[src/rtl/stq_pkg.sv]
package stq_pkg;
  localparam int STQ_AW    = 32;
  localparam int STQ_DW    = 64;
  localparam int STQ_TAGW  = 4;
  localparam int STQ_DEPTH = 4;
  localparam int STQ_LAT   = 3;

  // width of a saturating age counter that must reach lat-1
  function automatic int age_width(input int lat);
    int w;
    w = 1;
    while ((1 << w) < lat) w++;
    return w;
  endfunction
endpackage

[src/rtl/stq_slot.sv]
module stq_slot #(
  parameter int AW   = 32,
  parameter int DW   = 64,
  parameter int TAGW = 4,
  parameter int LAT  = 3,
  localparam int BW  = DW / 8,
  localparam int AGW = stq_pkg::age_width(LAT)
) (
  input  logic            clk,
  input  logic            rst_n,
  input  logic            load,
  input  logic            mark,
  input  logic [AW-1:0]   in_addr,
  input  logic [DW-1:0]   in_data,
  input  logic [BW-1:0]   in_be,
  input  logic [TAGW-1:0] in_tag,
  output logic [AW-1:0]   q_addr,
  output logic [DW-1:0]   q_data,
  output logic [BW-1:0]   q_be,
  output logic [TAGW-1:0] q_tag,
  output logic            q_cmt,
  output logic            age_ok
);
  localparam logic [AGW-1:0] AGE_MAX = AGW'(LAT - 1);

  logic [AGW-1:0] age;

  always_ff @(posedge clk) begin
    if (load) begin
      q_addr <= in_addr;
      q_data <= in_data;
      q_be   <= in_be;
      q_tag  <= in_tag;
    end
  end

  always_ff @(posedge clk) begin
    if (!rst_n) begin
      q_cmt <= 1'b0;
      age   <= '0;
    end else if (load) begin
      q_cmt <= 1'b0;
      age   <= '0;
    end else begin
      if (mark) q_cmt <= 1'b1;
      if (age != AGE_MAX) age <= age + 1'b1;
    end
  end

  assign age_ok = (age == AGE_MAX);

  AST_FRESH_NOT_READY: assert property (@(posedge clk) disable iff (!rst_n)
    load |=> !age_ok);
  AST_MARK_UNCOMMITTED: assert property (@(posedge clk) disable iff (!rst_n)
    mark |-> !q_cmt);
endmodule

[src/rtl/stq_order.sv]
module stq_order #(
  parameter int DEPTH = 4,
  localparam int PW = (DEPTH > 1) ? $clog2(DEPTH) : 1,
  localparam int CW = $clog2(DEPTH + 1)
) (
  input  logic          clk,
  input  logic          rst_n,
  input  logic          push,
  input  logic          pop,
  input  logic          hit,
  input  logic          flush,
  output logic [PW-1:0] head,
  output logic [PW-1:0] tail,
  output logic [PW-1:0] cptr,
  output logic [CW-1:0] cnt,
  output logic [CW-1:0] ccnt
);
  localparam logic [PW-1:0] LAST = PW'(DEPTH - 1);

  function automatic logic [PW-1:0] wrap_inc(input logic [PW-1:0] p);
    return (p == LAST) ? '0 : p + 1'b1;
  endfunction

  logic [PW-1:0] head_n, tail_n, cptr_n;
  logic [CW-1:0] cnt_n, ccnt_n;

  always_comb begin
    head_n = pop  ? wrap_inc(head) : head;
    cptr_n = hit  ? wrap_inc(cptr) : cptr;
    tail_n = push ? wrap_inc(tail) : tail;
    ccnt_n = ccnt + CW'(hit) - CW'(pop);
    cnt_n  = cnt + CW'(push) - CW'(pop);
    if (flush) begin
      tail_n = cptr_n;
      cnt_n  = ccnt_n;
    end
  end

  always_ff @(posedge clk) begin
    if (!rst_n) begin
      head <= '0;
      tail <= '0;
      cptr <= '0;
      cnt  <= '0;
      ccnt <= '0;
    end else begin
      head <= head_n;
      tail <= tail_n;
      cptr <= cptr_n;
      cnt  <= cnt_n;
      ccnt <= ccnt_n;
    end
  end

  AST_NO_OVERFLOW: assert property (@(posedge clk) disable iff (!rst_n)
    cnt <= CW'(DEPTH));
  AST_CMT_WITHIN: assert property (@(posedge clk) disable iff (!rst_n)
    ccnt <= cnt);
  AST_POP_COMMITTED: assert property (@(posedge clk) disable iff (!rst_n)
    pop |-> ccnt != '0);
  AST_FLUSH_KEEPS_CMT: assert property (@(posedge clk) disable iff (!rst_n)
    flush |=> cnt == ccnt);
endmodule

[src/rtl/store_commit_queue.sv]
module store_commit_queue #(
  parameter int AW    = stq_pkg::STQ_AW,
  parameter int DW    = stq_pkg::STQ_DW,
  parameter int TAGW  = stq_pkg::STQ_TAGW,
  parameter int DEPTH = stq_pkg::STQ_DEPTH,
  parameter int LAT   = stq_pkg::STQ_LAT,
  localparam int BW   = DW / 8,
  localparam int PW   = (DEPTH > 1) ? $clog2(DEPTH) : 1,
  localparam int CW   = $clog2(DEPTH + 1)
) (
  input  logic            clk,
  input  logic            rst_n,
  input  logic            st_valid,
  output logic            st_ready,
  input  logic [AW-1:0]   st_addr,
  input  logic [DW-1:0]   st_data,
  input  logic [BW-1:0]   st_be,
  input  logic [TAGW-1:0] st_tag,
  input  logic            cmt_valid,
  input  logic [TAGW-1:0] cmt_tag,
  input  logic            flush,
  input  logic            sync_req,
  output logic            sync_ack,
  output logic            wr_valid,
  input  logic            wr_ready,
  output logic [AW-1:0]   wr_addr,
  output logic [DW-1:0]   wr_data,
  output logic [BW-1:0]   wr_be
);
  logic [PW-1:0] head, tail, cptr;
  logic [CW-1:0] cnt, ccnt;
  logic          push, pop, hit;

  logic [AW-1:0]   s_addr [DEPTH];
  logic [DW-1:0]   s_data [DEPTH];
  logic [BW-1:0]   s_be   [DEPTH];
  logic [TAGW-1:0] s_tag  [DEPTH];
  logic            s_cmt  [DEPTH];
  logic            s_ok   [DEPTH];

  assign st_ready = (cnt != CW'(DEPTH)) && !flush;
  assign push     = st_valid && st_ready;
  assign hit      = cmt_valid && (cnt != ccnt) && (s_tag[cptr] == cmt_tag);
  assign wr_valid = (cnt != '0) && s_cmt[head] && s_ok[head];
  assign pop      = wr_valid && wr_ready;
  assign wr_addr  = s_addr[head];
  assign wr_data  = s_data[head];
  assign wr_be    = s_be[head];
  assign sync_ack = sync_req && (cnt == '0);

  stq_order #(.DEPTH(DEPTH)) u_order (
    .clk(clk), .rst_n(rst_n), .push(push), .pop(pop), .hit(hit), .flush(flush),
    .head(head), .tail(tail), .cptr(cptr), .cnt(cnt), .ccnt(ccnt)
  );

  for (genvar i = 0; i < DEPTH; i++) begin : g_slot
    stq_slot #(.AW(AW), .DW(DW), .TAGW(TAGW), .LAT(LAT)) u_slot (
      .clk(clk), .rst_n(rst_n),
      .load(push && (tail == PW'(i))),
      .mark(hit && (cptr == PW'(i))),
      .in_addr(st_addr), .in_data(st_data), .in_be(st_be), .in_tag(st_tag),
      .q_addr(s_addr[i]), .q_data(s_data[i]), .q_be(s_be[i]), .q_tag(s_tag[i]),
      .q_cmt(s_cmt[i]), .age_ok(s_ok[i])
    );
  end

  AST_WR_NEEDS_CMT: assert property (@(posedge clk) disable iff (!rst_n)
    wr_valid |-> ccnt != '0);
  AST_WR_HOLD: assert property (@(posedge clk) disable iff (!rst_n)
    (wr_valid && !wr_ready) |=> wr_valid && $stable(wr_addr) && $stable(wr_data) && $stable(wr_be));
  AST_SYNC_EMPTY: assert property (@(posedge clk) disable iff (!rst_n)
    sync_ack |-> !wr_valid && (ccnt == '0));
  AST_FULL_BLOCKS: assert property (@(posedge clk) disable iff (!rst_n)
    (cnt == CW'(DEPTH)) |-> !st_ready);
endmodule

[config.mk]
export PLATFORM = sky130hd
export DESIGN_NAME = store_commit_queue
export DESIGN_NICKNAME = d
export VERILOG_FILES = /design/src/rtl/stq_pkg.sv /design/src/rtl/stq_slot.sv /design/src/rtl/stq_order.sv /design/src/rtl/store_commit_queue.sv
export SDC_FILE = /design/constraint.sdc
export NUM_CORES = 1
export LEC_CHECK = 0
export ABC_CLOCK_PERIOD_IN_PS = 9700
export BUFFER_PORTS_ARGS = -buffer_cell sky130_fd_sc_hd__buf_2
export CAP_MARGIN = 10
export CORE_ASPECT_RATIO = 0.5
export CORE_MARGIN = 4
export CORE_UTILIZATION = 30
export CTS_CLUSTER_SIZE = 16
export DETAILED_ROUTE_END_ITERATION = 16
export GPL_ROUTABILITY_DRIVEN = 0
export PLACE_DENSITY = 0.53
export SKIP_LAST_GASP = 1
export SLEW_MARGIN = 0
export SYNTH_ARGS = -nofsm -noshare
export SYNTH_HDL_FRONTEND = slang
export SYNTH_SLANG_ARGS = --single-unit
[constraint.sdc]
create_clock -name clk -period 9.7 [get_ports clk]
set_clock_uncertainty 0.1 [all_clocks]
set_input_delay 0.485 -clock clk [delete_from_list [all_inputs] [get_ports clk]]
set_output_delay 0.485 -clock clk [all_outputs]
set_load 0.005 [all_outputs]
==> results.txt <==
----------------------------------------------------
[Setup path]
  Critical register-to-register path endpoint ... u_order.cnt[2]
  Cell family with the largest share of critical-path delay ... buffers and inverters
  Slowest-stage cell, CP ... sky130_fd_sc_hd__dfxtp_4
  Maximum fanout along the worst path ... 45
  Largest stage delay on the critical path ... around 0.84 ns
  Number of buffer and inverter stages on the critical path ... 2
  Cells along the critical path ... buf_4, mux4_2, buf_2
  Worst setup slack for register-to-register paths ... about 6.5 ns
  Data required, critical path ... a little over 9 ns
  Critical Path Sink Type ... output port
  Worst r2r src ... u_order.head[0]
  Worst Setup Path Type ... flip-flop to output port
  Number of cells on the critical path ... 3
  Logic depth of the worst register-to-register path ... 11
  CP Data Arrival Time ... between 3 and 4 ns
  Startpoint kind of the worst setup timing path ... flip-flop

[Global routing]
  Number of antenna violations at the first check in global routing ... 2
  Maximum number of pins on one net before global-route repair ... 64
  Number of global-route vias before repair ... 8598
  GRT overflow ... 0
  Overall global routing resource usage ... 11.4%
  First-pass GRT wire length ... around 53000 um

[Pwr]
  Power per cell area ... about 200 nW/um^2
  Comb power frac ... 4.2%
  Switching Share ... 20.0%
  Power spent charging and discharging nets ... roughly 810 uW
  Part of the total power dissipated in the clock network ... between 40 and 50%
  P_leak ... 6.77 nW
  Post-route total power ... approximately 4.0 mW
  Internal ... roughly 3.2 mW
  Peak supply drop ... approximately 0.095 mV
  Sequential group share of total power ... approximately 55%

[STA]
  Endpoints failing setup ... 0
  Final hold vios ... 0
  Slew headroom ... about a third
  Final count of pins violating max slew ... 0
  Final worst path period need ... about 3.6 ns
  Actual slew at the worst max-slew pin ... 0.990 ns
  Period utilisation layout ... a little under two fifths
  Post-Route Setup TNS ... 0 ns
  Hold_ws ... 0.0534 ns
  Setup repair after global routing missed its margin ... no
  Maximum frequency from static timing analysis ... about 0.28 GHz

[Hold path]
  Hold wc startpoint ... st_addr[29]
  Terminating pin of the worst hold path ... g_slot[1].u_slot.q_addr[29]
  Type of the tightest min-delay check ... primary input to flip-flop
  Worst hold path depth ... 1

[Clock network]
  Number of buffers inserted to repair setup after CTS ... 0
  Latest clock arrival within the worst-skew pair ... 0.54 ns
  TritonCTS Sinks ... between 400 and 500
  Number of levels the H-tree was split into ... 2
  PostCTS Resize Cnt ... 0
  Quantity of hold-fixing buffers added after cts ... 0
  Clock buffer depth ... 3
  Clock buffers created by TritonCTS ... 45
  Clock tree from TritonCTS ... yes
  Clock-pin slew of the registers on the worst-case setup and hold paths ... ~0.06 ns
  Root cell of the clock tree ... sky130_fd_sc_hd__clkbuf_16

[Floorplanning]
  Total die area ... between 60000 and 70000 um^2
  Die boundary height ... roughly 180 um
  Placement Rows ... 61
  Initial standard-cell utilization of the core ... slightly above 30%
  Core ar. ... 55700 um^2
  Horizontal extent of the die ... between 300 and 400 um
  Count of pins on the block boundary ... approximately 230

[Placed design]
  Estimated wirelength of the detail-placed design ... approximately 21000 um
  Port-buffer cells ... 225
  Placed instance count ... 1687

[Detailed routing]
  Final wirelength ... approximately 35000 um
  Vias after detailed routing ... roughly 7.9k
  Average vias per placed instance ... around 4.4
  Drc violations ... 0
  Iteration count of the initial detailed-routing pass ... 4
  Wire length per cell ... roughly 20 um
  1st-iter DRT viols ... roughly 450
  Number of routed nets with antenna violations ... 0

[Layout]
  Fin cells ... 1771
  Layout area overhead ... 20.2%
  Fraction of layout instances using a drive strength above 1 ... about two fifths
  Most frequent standard cell in the layout excluding fill and tap cells ... sky130_fd_sc_hd__edfxtp_1
  Most used cells in the layout excluding fill and tap cells ... sky130_fd_sc_hd__edfxtp_1 (432), sky130_fd_sc_hd__buf_2 (225), sky130_fd_sc_hd__mux4_2 (105)
  Total of fill cells in the finished design ... between 5k and 6k
  Net count of the finished layout ... 1116

[Synth]
  Average instance area after synthesis ... approximately 23 um^2
  Total standard cell area after synthesis ... around 17000 um^2
  Dominant cell type by area after synthesis ... sky130_fd_sc_hd__edfxtp_1
  Count of state elements after synthesis ... ~460
  Yosys synthesis warning count ... 0
  Register area share after synthesis ... between 70% and 80%
  Syn Inst Count ... 726
  Biggest area contributors in the synthesized netlist ... sky130_fd_sc_hd__edfxtp_1 (77%), sky130_fd_sc_hd__mux4_2 (14%), sky130_fd_sc_hd__dfxtp_1 (2.8%), sky130_fd_sc_hd__ha_1 (1.3%), sky130_fd_sc_hd__nor2_1 (0.58%)
  Nets in the synthesized netlist ... about 860
  Number of different library cells in the post-synthesis netlist ... 34
  Area share of the largest cell type after synthesis ... between 70% and 80%

[Outcome]
  Status ... completed

[Flow run]
  Max capacitance violation total ... 0

----------------------------------------------------
[worst max path at each step]
stage	from	end	slack [ns]
2_1_floorplan	st_valid	g_slot[0].u_slot.age[0]	5.47
3_3_place_gp	u_order.head[0]	u_order.cnt[2]	6.44
3_5_place_dp	flush	g_slot[1].u_slot.q_data[58]	6.47
4_1_cts	u_order.head[0]	wr_data[22]	5.89
5_1_grt	u_order.head[0]	wr_data[47]	5.74
6_report	u_order.head[0]	wr_data[47]	6.07
[stage by stage]
step / util (%) / instance area [um^2] / setup WS, ns
floorplan: - / 16900 / 5.47
global placement: 34.0 / 19000 / 6.44
detailed placement: 34.0 / 19000 / 6.47
CTS: 36.5 / 20400 / 5.89
global route: 36.5 / 20400 / 5.74
finish: 36.5 / 20400 / 6.07
[synthesized netlist by cell type]
cell type,number
sky130_fd_sc_hd__a221o_1,1
sky130_fd_sc_hd__xor2_1,9
sky130_fd_sc_hd__inv_1,20
sky130_fd_sc_hd__xnor2_1,6
sky130_fd_sc_hd__clkbuf_1,13
sky130_fd_sc_hd__a21oi_1,9
sky130_fd_sc_hd__mux2i_1,4
sky130_fd_sc_hd__fa_1,2
sky130_fd_sc_hd__and4_1,1
sky130_fd_sc_hd__buf_6,1
sky130_fd_sc_hd__mux4_2,105
sky130_fd_sc_hd__o21ai_0,4
sky130_fd_sc_hd__mux4_1,3
sky130_fd_sc_hd__buf_2,11
sky130_fd_sc_hd__a211oi_1,1
sky130_fd_sc_hd__or4_1,1
sky130_fd_sc_hd__dfxtp_1,24
sky130_fd_sc_hd__nor2_1,26
sky130_fd_sc_hd__nand4_1,1
sky130_fd_sc_hd__nand2_1,3
sky130_fd_sc_hd__nor3_1,1
sky130_fd_sc_hd__mux2_2,1
sky130_fd_sc_hd__o211a_1,1
sky130_fd_sc_hd__o211ai_1,1
sky130_fd_sc_hd__and2_1,8
sky130_fd_sc_hd__nor4b_1,1
sky130_fd_sc_hd__o2111a_1,1
sky130_fd_sc_hd__edfxtp_1,432
sky130_fd_sc_hd__nand3_1,4
sky130_fd_sc_hd__o31ai_1,2
sky130_fd_sc_hd__a31oi_1,5
sky130_fd_sc_hd__buf_1,3
sky130_fd_sc_hd__ha_1,17
sky130_fd_sc_hd__nand2b_1,4
[cell families after synthesis]
group	share of synthesized area [%]
AO/OA/AOI/OAI	0.931
XOR/XNOR	0.776
buffers and inverters	1.19
flip-flops	79.5
multiplexers	14.7
adder cells (fa/ha/maj)	1.49
AND/OR/NAND/NOR	1.42
[power by group through the flow]
stage	Combinational [mW]	Clock, mW	Sequential (mW)
2_1_floorplan	0.0859	0	2.27
3_3_place_gp	0.167	0	2.26
3_5_place_dp	0.176	0	2.27
4_1_cts	0.177	1.69	2.22
5_1_grt	0.192	1.78	2.23
6_report	0.171	1.64	2.22
[routing by layer]
| metal | GRT usage, % | share of wire, % | vias to the layer above |
|---|---|---|---|
| li1 | - | - | 3536 |
| met1 | 12.4 | 36 | 4171 |
| met2 | 23.1 | 60 | 100 |
| met3 | 1.98 | 2.9 | 47 |
| met4 | 2.65 | 1.5 | 2 |
| met5 | 0 | 0.020 | - |
[final cells by class]
class | count | area (um^2) | share of cell area [%]
Clock inverter | 23 | 130 | 0.639
Multi-Input combinational cell | 222 | 3290 | 16.1
Antenna cell | 1 | 2.50 | 0.0123
Inverter | 20 | 75.1 | 0.369
Tap cell | 756 | 946 | 4.65
Clock buffer | 60 | 1270 | 6.22
Sequential cell | 456 | 13500 | 66.1
Timing Repair Buffer | 233 | 1190 | 5.83
[flip-flops by register name (all words and copies together), names as in the netlist, 3 cells and up]
signal / cells
u_order.cnt: 3
g_slot.u_slot.q_cmt: 4
g_slot.u_slot.q_tag: 16
u_order.ccnt: 3
g_slot.u_slot.age: 8
g_slot.u_slot.q_be: 32
g_slot.u_slot.q_addr: 128
g_slot.u_slot.q_data: 256
(Power assumes the default switching activity.)
